**config.mk**
```make
export PLATFORM = sky130hd
export DESIGN_NAME = gpio_func_regs
export DESIGN_NICKNAME = d
export VERILOG_FILES = /design/src/rtl/gpio_func_pkg.sv /design/src/rtl/gpio_rst_sync.sv /design/src/rtl/gpio_fsel_bank.sv /design/src/rtl/gpio_out_latch.sv /design/src/rtl/gpio_in_sync.sv /design/src/rtl/gpio_func_regs.sv
export SDC_FILE = /design/constraint.sdc
export NUM_CORES = 2
export LEC_CHECK = 0
export ABC_CLOCK_PERIOD_IN_PS = 9700
export BUFFER_PORTS_ARGS = -buffer_cell sky130_fd_sc_hd__buf_2
export CORE_MARGIN = 1
export CORE_UTILIZATION = 31
export CTS_BUF_LIST = sky130_fd_sc_hd__clkbuf_4 sky130_fd_sc_hd__clkbuf_8
export DETAILED_ROUTE_END_ITERATION = 8
export PLACE_DENSITY = 0.5
export SETUP_SLACK_MARGIN = 0.4
export SKIP_CTS_REPAIR_TIMING = 1
export SLEW_MARGIN = 20
export SYNTH_ARGS = -nofsm -noshare
export SYNTH_HDL_FRONTEND = slang
export SYNTH_HIERARCHICAL = 1
export SYNTH_SLANG_ARGS = --single-unit
```
**constraint.sdc**
```tcl
create_clock -name clk -period 9.7 [get_ports clk]
set_input_delay 0.485 -clock clk [delete_from_list [all_inputs] [get_ports clk]]
set_output_delay 0.485 -clock clk [all_outputs]
set_load 0.01 [all_outputs]
```
**src/rtl/gpio_func_pkg.sv**
```systemverilog
package gpio_func_pkg;

  typedef enum logic [2:0] {
    FN_INPUT  = 3'd0,
    FN_OUTPUT = 3'd1,
    FN_ALT5   = 3'd2,
    FN_ALT4   = 3'd3,
    FN_ALT0   = 3'd4,
    FN_ALT1   = 3'd5,
    FN_ALT2   = 3'd6,
    FN_ALT3   = 3'd7
  } fn_code_e;

  localparam int OFS_FUNC  = 'h00;
  localparam int OFS_SET   = 'h1C;
  localparam int OFS_CLR   = 'h28;
  localparam int OFS_LEVEL = 'h34;

endpackage

```
**src/rtl/gpio_rst_sync.sv**
```systemverilog
module gpio_rst_sync (
  input  logic clk,
  input  logic rst_n,
  output logic rst_ni
);
  logic [1:0] stage_q;

  always_ff @(posedge clk or negedge rst_n) begin
    if (!rst_n) stage_q <= 2'b00;
    else        stage_q <= {stage_q[0], 1'b1};
  end

  assign rst_ni = stage_q[1];
endmodule

```
**src/rtl/gpio_fsel_bank.sv**
```systemverilog
module gpio_fsel_bank #(
  parameter int NUM_PINS = 54,
  parameter int FIELD_W  = 3,
  parameter int DATA_W   = 32,
  parameter int IDX_W    = 6
) (
  input  logic                        clk,
  input  logic                        rst_ni,
  input  logic                        wr_en,
  input  logic [IDX_W-1:0]            wr_idx,
  input  logic [DATA_W-1:0]           wr_data,
  input  logic [IDX_W-1:0]            rd_idx,
  output logic [DATA_W-1:0]           rd_data,
  output logic [NUM_PINS*FIELD_W-1:0] func_q
);
  localparam int PPR = DATA_W / FIELD_W;

  logic [NUM_PINS*FIELD_W-1:0] func_d;

  always_comb begin
    func_d = func_q;
    for (int p = 0; p < NUM_PINS; p++) begin
      if (int'(wr_idx) == p / PPR)
        func_d[p*FIELD_W +: FIELD_W] = wr_data[(p % PPR)*FIELD_W +: FIELD_W];
    end
  end

  always_ff @(posedge clk or negedge rst_ni) begin
    if (!rst_ni)    func_q <= '0;
    else if (wr_en) func_q <= func_d;
  end

  always_comb begin
    rd_data = '0;
    for (int s = 0; s < PPR; s++) begin
      int pin;
      pin = int'(rd_idx) * PPR + s;
      if (pin < NUM_PINS)
        rd_data[s*FIELD_W +: FIELD_W] = func_q[pin*FIELD_W +: FIELD_W];
    end
  end

  for (genvar g = 0; g < NUM_PINS; g++) begin : g_chk
    AST_FIELD_LOADS: assert property (@(posedge clk) disable iff (!rst_ni)
      (wr_en && int'(wr_idx) == g / PPR) |=>
        func_q[g*FIELD_W +: FIELD_W] == $past(wr_data[(g % PPR)*FIELD_W +: FIELD_W]));
  end

  AST_FIELDS_HOLD: assert property (@(posedge clk) disable iff (!rst_ni)
    !wr_en |=> $stable(func_q));
endmodule

```
**src/rtl/gpio_out_latch.sv**
```systemverilog
module gpio_out_latch #(
  parameter int NUM_PINS = 54,
  parameter int DATA_W   = 32,
  parameter int IDX_W    = 6
) (
  input  logic                clk,
  input  logic                rst_ni,
  input  logic                set_en,
  input  logic                clr_en,
  input  logic [IDX_W-1:0]    bank_idx,
  input  logic [DATA_W-1:0]   mask,
  output logic [NUM_PINS-1:0] lat_q
);
  logic [NUM_PINS-1:0] lat_d;
  logic                upd_en;

  assign upd_en = set_en | clr_en;

  always_comb begin
    lat_d = lat_q;
    for (int p = 0; p < NUM_PINS; p++) begin
      if (int'(bank_idx) == p / DATA_W && mask[p % DATA_W]) begin
        if (set_en)      lat_d[p] = 1'b1;
        else if (clr_en) lat_d[p] = 1'b0;
      end
    end
  end

  always_ff @(posedge clk or negedge rst_ni) begin
    if (!rst_ni)     lat_q <= '0;
    else if (upd_en) lat_q <= lat_d;
  end

  for (genvar g = 0; g < NUM_PINS; g++) begin : g_chk
    AST_SET_TAKES: assert property (@(posedge clk) disable iff (!rst_ni)
      (set_en && int'(bank_idx) == g / DATA_W && mask[g % DATA_W]) |=> lat_q[g]);
    AST_CLR_TAKES: assert property (@(posedge clk) disable iff (!rst_ni)
      (clr_en && !set_en && int'(bank_idx) == g / DATA_W && mask[g % DATA_W]) |=> !lat_q[g]);
    AST_UNMASKED_KEEPS: assert property (@(posedge clk) disable iff (!rst_ni)
      (upd_en && !(int'(bank_idx) == g / DATA_W && mask[g % DATA_W])) |=> $stable(lat_q[g]));
  end

  AST_LATCH_HOLDS: assert property (@(posedge clk) disable iff (!rst_ni)
    !upd_en |=> $stable(lat_q));
endmodule

```
**src/rtl/gpio_in_sync.sv**
```systemverilog
module gpio_in_sync #(
  parameter int WIDTH = 54
) (
  input  logic             clk,
  input  logic             rst_ni,
  input  logic [WIDTH-1:0] pin_in,
  output logic [WIDTH-1:0] lvl_q
);
  logic [WIDTH-1:0] meta_q;
  logic [1:0]       age_q;

  always_ff @(posedge clk or negedge rst_ni) begin
    if (!rst_ni) begin
      meta_q <= '0;
      lvl_q  <= '0;
    end else begin
      meta_q <= pin_in;
      lvl_q  <= meta_q;
    end
  end

  always_ff @(posedge clk or negedge rst_ni) begin
    if (!rst_ni)             age_q <= 2'd0;
    else if (age_q != 2'd2)  age_q <= age_q + 2'd1;
  end

  AST_LEVEL_TWO_STAGE: assert property (@(posedge clk) disable iff (!rst_ni)
    (age_q == 2'd2) |-> (lvl_q == $past(pin_in, 2)));
endmodule

```
**src/rtl/gpio_func_regs.sv**
```systemverilog
module gpio_func_regs
  import gpio_func_pkg::*;
#(
  parameter int NUM_PINS = 54,
  parameter int ADDR_W   = 8,
  parameter int DATA_W   = 32,
  parameter int FIELD_W  = 3
) (
  input  logic                        clk,
  input  logic                        rst_n,
  input  logic [ADDR_W-1:0]           bus_addr,
  input  logic                        bus_wr,
  input  logic [DATA_W-1:0]           bus_wdata,
  output logic [DATA_W-1:0]           bus_rdata,
  input  logic [NUM_PINS-1:0]         pin_in,
  output logic [NUM_PINS-1:0]         pin_oe,
  output logic [NUM_PINS-1:0]         pin_out,
  output logic [NUM_PINS*FIELD_W-1:0] pin_func
);
  localparam int WORD_W     = ADDR_W - 2;
  localparam int PPR        = DATA_W / FIELD_W;
  localparam int PAD_W      = DATA_W - PPR * FIELD_W;
  localparam int NUM_FWORDS = (NUM_PINS + PPR - 1) / PPR;
  localparam int NUM_BANKS  = (NUM_PINS + DATA_W - 1) / DATA_W;
  localparam int SET_WORD   = OFS_SET / 4;
  localparam int CLR_WORD   = OFS_CLR / 4;
  localparam int LVL_WORD   = OFS_LEVEL / 4;
  localparam int FUNC_WORD  = OFS_FUNC / 4;

  logic                        rst_ni;
  logic [WORD_W-1:0]           word_idx;
  logic                        func_hit, set_hit, clr_hit, lvl_hit;
  logic [WORD_W-1:0]           func_idx, set_idx, clr_idx, lvl_idx, bank_idx;
  logic [DATA_W-1:0]           func_rd;
  logic [NUM_PINS-1:0]         lvl_q;
  logic [NUM_BANKS*DATA_W-1:0] lvl_pad;

  gpio_rst_sync u_rst (
    .clk    (clk),
    .rst_n  (rst_n),
    .rst_ni (rst_ni)
  );

  assign word_idx = bus_addr[ADDR_W-1:2];
  assign func_hit = int'(word_idx) >= FUNC_WORD && int'(word_idx) < FUNC_WORD + NUM_FWORDS;
  assign set_hit  = int'(word_idx) >= SET_WORD  && int'(word_idx) < SET_WORD + NUM_BANKS;
  assign clr_hit  = int'(word_idx) >= CLR_WORD  && int'(word_idx) < CLR_WORD + NUM_BANKS;
  assign lvl_hit  = int'(word_idx) >= LVL_WORD  && int'(word_idx) < LVL_WORD + NUM_BANKS;
  assign func_idx = WORD_W'(int'(word_idx) - FUNC_WORD);
  assign set_idx  = WORD_W'(int'(word_idx) - SET_WORD);
  assign clr_idx  = WORD_W'(int'(word_idx) - CLR_WORD);
  assign lvl_idx  = WORD_W'(int'(word_idx) - LVL_WORD);
  assign bank_idx = set_hit ? set_idx : clr_idx;

  gpio_fsel_bank #(
    .NUM_PINS (NUM_PINS),
    .FIELD_W  (FIELD_W),
    .DATA_W   (DATA_W),
    .IDX_W    (WORD_W)
  ) u_fsel (
    .clk     (clk),
    .rst_ni  (rst_ni),
    .wr_en   (bus_wr && func_hit),
    .wr_idx  (func_idx),
    .wr_data (bus_wdata),
    .rd_idx  (func_idx),
    .rd_data (func_rd),
    .func_q  (pin_func)
  );

  gpio_out_latch #(
    .NUM_PINS (NUM_PINS),
    .DATA_W   (DATA_W),
    .IDX_W    (WORD_W)
  ) u_latch (
    .clk      (clk),
    .rst_ni   (rst_ni),
    .set_en   (bus_wr && set_hit),
    .clr_en   (bus_wr && clr_hit),
    .bank_idx (bank_idx),
    .mask     (bus_wdata),
    .lat_q    (pin_out)
  );

  gpio_in_sync #(
    .WIDTH (NUM_PINS)
  ) u_sync (
    .clk    (clk),
    .rst_ni (rst_ni),
    .pin_in (pin_in),
    .lvl_q  (lvl_q)
  );

  for (genvar g = 0; g < NUM_PINS; g++) begin : g_oe
    assign pin_oe[g] = (pin_func[g*FIELD_W +: FIELD_W] == FIELD_W'(FN_OUTPUT));

    AST_OE_AFTER_WRITE: assert property (@(posedge clk) disable iff (!rst_ni)
      (bus_wr && func_hit && int'(func_idx) == g / PPR) |=>
        (pin_oe[g] == ($past(bus_wdata[(g % PPR)*FIELD_W +: FIELD_W]) == FIELD_W'(FN_OUTPUT))));
  end

  always_comb begin
    lvl_pad = '0;
    lvl_pad[NUM_PINS-1:0] = lvl_q;
  end

  always_comb begin
    bus_rdata = '0;
    if (func_hit)     bus_rdata = func_rd;
    else if (lvl_hit) bus_rdata = lvl_pad[int'(lvl_idx)*DATA_W +: DATA_W];
  end

  always_comb begin
    if (rst_ni && func_hit) begin
      AST_FSEL_PAD_ZERO: assert (bus_rdata[DATA_W-1 -: PAD_W] == '0);
    end
    if (rst_ni && (set_hit || clr_hit)) begin
      AST_STROBE_READS_ZERO: assert (bus_rdata == '0);
    end
  end
endmodule

```
Word level (Yosys, flattened, before mapping) --
Cells that the tools add are included.
Word-level totals: flip-flop bits (word level) 326, output and inout bits 302, logic and storage cells 313, input bits 97
Operators by class: bitwise operators 1, multiplexer cells 15, multipliers 11, $lt $le $gt $ge 17, equal/unequal tests 60, add/sub/neg operators 12, shifts and indexed selects 11, reductions and logical operators 123
Operator list (count):
- $shiftx 162x32->3 | 10
- $lt 32x7->1 const B | 10
- $mul 32x3->32 const B | 9
- $eq 3x1->1 const B | 54
- $reduce_and 3->1 | 54
- $add 32x4->32 const B | 4
- $add 32x3->32 const B | 2
- $add 32x5->32 const B | 2
- $mux 32 | 2
- $shiftx 64x12->32 | 1
- $logic_and 1x1->1 | 60
- $add 32x2->32 const B | 1
- $mul 31x3->31 const B | 1
- $mux 3 | 10
- $lt 6x4->1 const B | 3
- $eq 6x2->1 const B | 2
- $eq 6x3->1 const B | 2
- $eq 6x4->1 const B | 2
- $ge 6x4->1 const B | 2
- $logic_not 6->1 | 2
- $reduce_and 2->1 | 6
- $sub 6x4->6 const B | 2
- $mul 6x3->9 const B | 1
- $ge 6x3->1 const B | 1
- 6 further kinds | 7

Longest topological paths before layout --
depth in word-level cells 6, mapped depth 28, depth with buffers taken out 23

Modules after synthesis --
The synthesis kept the hierarchy.
By module, submodules not included:
- gpio_fsel_bank | times used 1, area an instance 21823.4 µm², cells an instance 2432, seq. area each 4053.9 µm²
- gpio_in_sync | times used 1, area an instance 2702.6 µm², cells an instance 108, seq. area each 2702.6 µm²
- gpio_out_latch | times used 1, area an instance 2408.6 µm², cells an instance 200, seq. area each 1351.3 µm²
- gpio_func_regs | times used 1, area an instance 1461.4 µm², cells an instance 189, seq. area each 0.0 µm²
- gpio_rst_sync | times used 1, area an instance 53.8 µm², cells an instance 3, seq. area each 50.0 µm²

Least setup slack after synthesis --
OpenSTA, ideal clock, no wires.
kind in2out, start in bus_addr[2], end out bus_rdata[20], path buffers 8, arrival time 6.124 ns, data required time 9.215 ns, stages 26, path slack 3.091 ns, path through inv_1 buf_2 clkbuf_1 clkbuf_1 clkbuf_1 buf_1 ha_1 buf_2 clkinv_1 clkbuf_1 ha_1 ha_1 fa_1 a211oi_1 o21bai_1 a21o_1 or4b_1 o2111ai_1 nor2_1 buf_2 o21ai_0 a32oi_1 o221a_2 o32ai_1 nand2_1 o21ai_2
On the way: longest elaborated chain between the ends 6, elaborated cells on any way between the ends 14, classes of those cells add/sub (2); mul (2); order compare (4); shift (2); mux (3); reduce/logical (1)
RTL lines:
- from (decl) | RTL line gpio_func_regs.sv:11 | input logic [ADDR_W-1:0] bus_addr,
- $mul 6x3->9 * | RTL line gpio_fsel_bank.sv:37 | pin = int'(rd_idx) * PPR + s;
- $add 32x4->32 * | RTL line gpio_fsel_bank.sv:37
- $mul 32x3->32 | RTL line gpio_fsel_bank.sv:39 | rd_data[s*FIELD_W +: FIELD_W] = func_q[pin*FIELD_W +: FIELD_W];
- $shiftx 162x32->3 | RTL line gpio_fsel_bank.sv:39
- $mux 3 * | RTL line gpio_fsel_bank.sv:38 | if (pin < NUM_PINS)
- named net func_rd[20] | RTL line gpio_func_regs.sv:34 | logic [DATA_W-1:0] func_rd;
- $mux 32 * | RTL line gpio_func_regs.sv:109 | if (func_hit) bus_rdata = func_rd;
- to (decl) | RTL line gpio_func_regs.sv:14 | output logic [DATA_W-1:0] bus_rdata,
Mark *: on every way through the listed nets, which the timed path passes. The rest lies on a longest branch.

Worst setup path in the final report --
start in bus_addr[4], end out bus_rdata[18]
Same word-level chain as after synthesis.

==> flow_metrics.tcl <==
set metrics [dict create \
    status "finished, final reports clean" \
    htreeDepth 2 \
    yosysTopAreaCellShare_pct 28.67 \
    tritoncts "built" \
    crit_fanout 27 \
    final_util_pct 36.93 \
    instances_no_fill 4520 \
    core_um2 90420 \
    min_from "bus_wdata[30]" \
    drt_first_pass_iters 6 \
    arrival_ns 7.45 \
    rr_endpoint "u_fsel/func_q[6]" \
    routedWlPerCell_um 29.51 \
    path_cells "buf_2 > ha_1 > fa_1 > ha_1 > nand2b_1 > xnor2_1 > ha_1 > ha_1 > o21ai_0 > o21bai_1 > a21o_1 > or4b_1 > o2111ai_1 > nor2_1 > a21oi_1 > a21oi_1 > o311a_1 > o32ai_1 > nand2_1 > o21ai_2 > buf_2" \
    ys_top_cells_by_area "dfrtp_1 (29%), mux4_2 (12%), mux2_2 (7.6%)" \
    path_class "input pin to output port" \
    wl_mm 133.4 \
    cp.required_ns 9.22 \
    worstMarginPinSlew_ns 1.054 \
    detailed_place.area_um2 31610 \
    hold_path_end "u_latch/lat_q[30]" \
    dp_hpwl_mm 99.75 \
    viasPerCell 6.007 \
    numCtsBuffers 54 \
    leakage_nw 15.12 \
    dieHeight_um 304.9 \
    worst-path-buf-inv 2 \
    fill_cells 9211 \
    fin_area_um2 33390 \
    route.met3.wl_mm 10.94 \
    maxSlewHeadroom_pct 29.71 \
    portBuffers 396 \
    crit_slowest_cell "fa_1" \
    yosysMostFrequentCell "dfrtp_1" \
    synthTopCellsByCount "dfrtp_1 (326), nand2_1 (236), mux2i_1 (200)" \
    synthCells 2932 \
    vias 27150 \
    synth_flop_cell "dfrtp_1" \
    cts.clk_slew.worst_paths_ns 0.06 \
    crit_top_cell "ha_1" \
    crit_path_end_kind "output port" \
    drc 0 \
    grt_max_degree 160 \
    power_density_nw_per_um2 211.0 \
    area_growth_syn_to_layout_pct 17.37 \
    maxSlewViolCount 0 \
    cts_buffer_depth 3 \
    overflow 0 \
    ys_seq_area_share_pct 28.67 \
    layout.nets 3494 \
    async_flop_share_pct 100.0 \
    peakVddDrop_mv 0.2468 \
    max_freq_ghz 0.1261 \
    grt_pass1_wl_mm 189.1 \
    synth_edf_count 0 \
    hold-worst-slack_ns 0.1172 \
    r2r_start "u_rst/stage_q[1]" \
    gp_congestion 0.9820 \
    r2r_slack_ns 7.33 \
    hold_class "input pin to register" \
    rows 110 \
    yosysTopAreaCell "dfrtp_1" \
    clock-skew-final_ns 0.08796 \
    yosys_register_bits 326 \
    initial_core_util_pct 31.46 \
    cp_slowest_stage_delay_ns 0.83 \
    hold_violations 0 \
    fin_crit_ns 7.931 \
    cts_root_buf "clkbuf_8" \
    first_global_vias 25740 \
    cts.sinks 326 \
    drv_cap 0 \
    dr_wl_met2_mm 60.94 \
    critical_path.top_delay_family "adder cells" \
    synth_cell_types 94 \
    dpl.cell_count 4358 \
    ioPinCount 399 \
    critPathLaunchType "input pin" \
    drive_above_1_share_pct 29.79 \
    die_w_um 304.9 \
    antenna_left 0 \
    fin_tns_setup_ns 0 \
    period_share_pct 81.76 \
    drt_iter0_markers 2755 \
    grt_util_all_layers_pct 27.80 \
    clkLatencyLatePin_ns 0.74 \
    die-area_um2 92990 \
    antenna_found_initial 3 \
    yosysWarnings 6 \
    highest_layer "met5" \
    reg2regPathDepth 2 \
    hold_depth 3 \
    synth_area_um2 28450 \
    synth_area_per_cell_um2 9.703 \
    rsz0062_at_grt "no" \
    setup_viol 0 \
    met1Wirelength_mm 54.98 \
]
==> cell type report <==
cell class              count  area (µm²)  share of cell area, %
well taps                1176        1471                  4.407
repair buffers            526        3156                  9.450
inverters                  78       297.8                 0.8918
clock inverters            13       130.1                 0.3897
clock buffers              86        1046                  3.133
multi-input cells        2308       19110                  57.23
diodes                      7       17.52                0.05246
flip-flops and latches    326        8162                  24.44
==> worst max path at each step <==
stage                      startpoint       endpoint  slack, ns  depth (start not counted)
after CTS                 bus_addr[4]  bus_rdata[18]       1.73                         21
after global placement    bus_addr[4]  bus_rdata[18]       1.77                         21
final                     bus_addr[4]  bus_rdata[18]       1.77                         21
after global routing      bus_addr[4]  bus_rdata[18]       1.30                         21
after floorplan           bus_addr[2]  bus_rdata[20]       3.09                         26
after detailed placement  bus_addr[4]  bus_rdata[18]       1.75                         21
==> flip-flops by register name (all words and copies together) (netlist names) <==
name	count
u_latch/lat_q	54
u_fsel/func_q	162
u_sync/lvl_q	54
u_rst/stage_q	2
u_sync/meta_q	54
==> kinds of logic after synthesis <==
kind of cell	count (synthesis)	share of synthesized area, %
AND/OR/NAND/NOR	781	14.04
AO/OA/AOI/OAI	775	17.86
multiplexers	545	26.67
flip-flops	326	28.67
buffers and inverters	299	4.649
adder cells (fa/ha/maj)	103	4.767
XOR/XNOR	101	3.307
other	2	0.02640
==> power by group <==
part / internal, mW / switching [mW]
combinational: 1.46 / 2.81
clock: 0.698 / 0.611
sequential: 1.40 / 0.0620
==> metrics by stage <==
stage                     setup WS (ns)  power [mW]
final                             1.769       7.045
after global routing              1.303       7.295
after CTS                         1.732       6.921
after detailed placement          1.750       5.592
after global placement            1.772       5.598
after floorplan                   3.091       4.002
==> layout by cell type (no fill, tap or decap), types with 59 or more instances in the layout <==
cell,instances
buf_2,395
dfrtp_1,325
nand2_1,236
mux2i_1,200
o21ai_0,198
mux2_2,193
a21oi_1,191
nor2_1,163
mux4_2,151
ha_1,92
inv_1,72
buf_4,71
xnor2_1,65
clkbuf_8,64
nor3b_1,62
nand4_1,60
nand2b_1,59
==> metal layers <==
metal,GRT usage [%],up-vias
met4,12.46,4
met2,43.77,1407
li1,-,11770
met5,0,-
met1,36.77,13730
met3,5.500,243
==> tightest hold or removal path: stages <==
cell	delay, ns
buf_2	0.09
nand2b_1	0.07
o21ai_0	0.07
(Power assumes the default switching activity.)
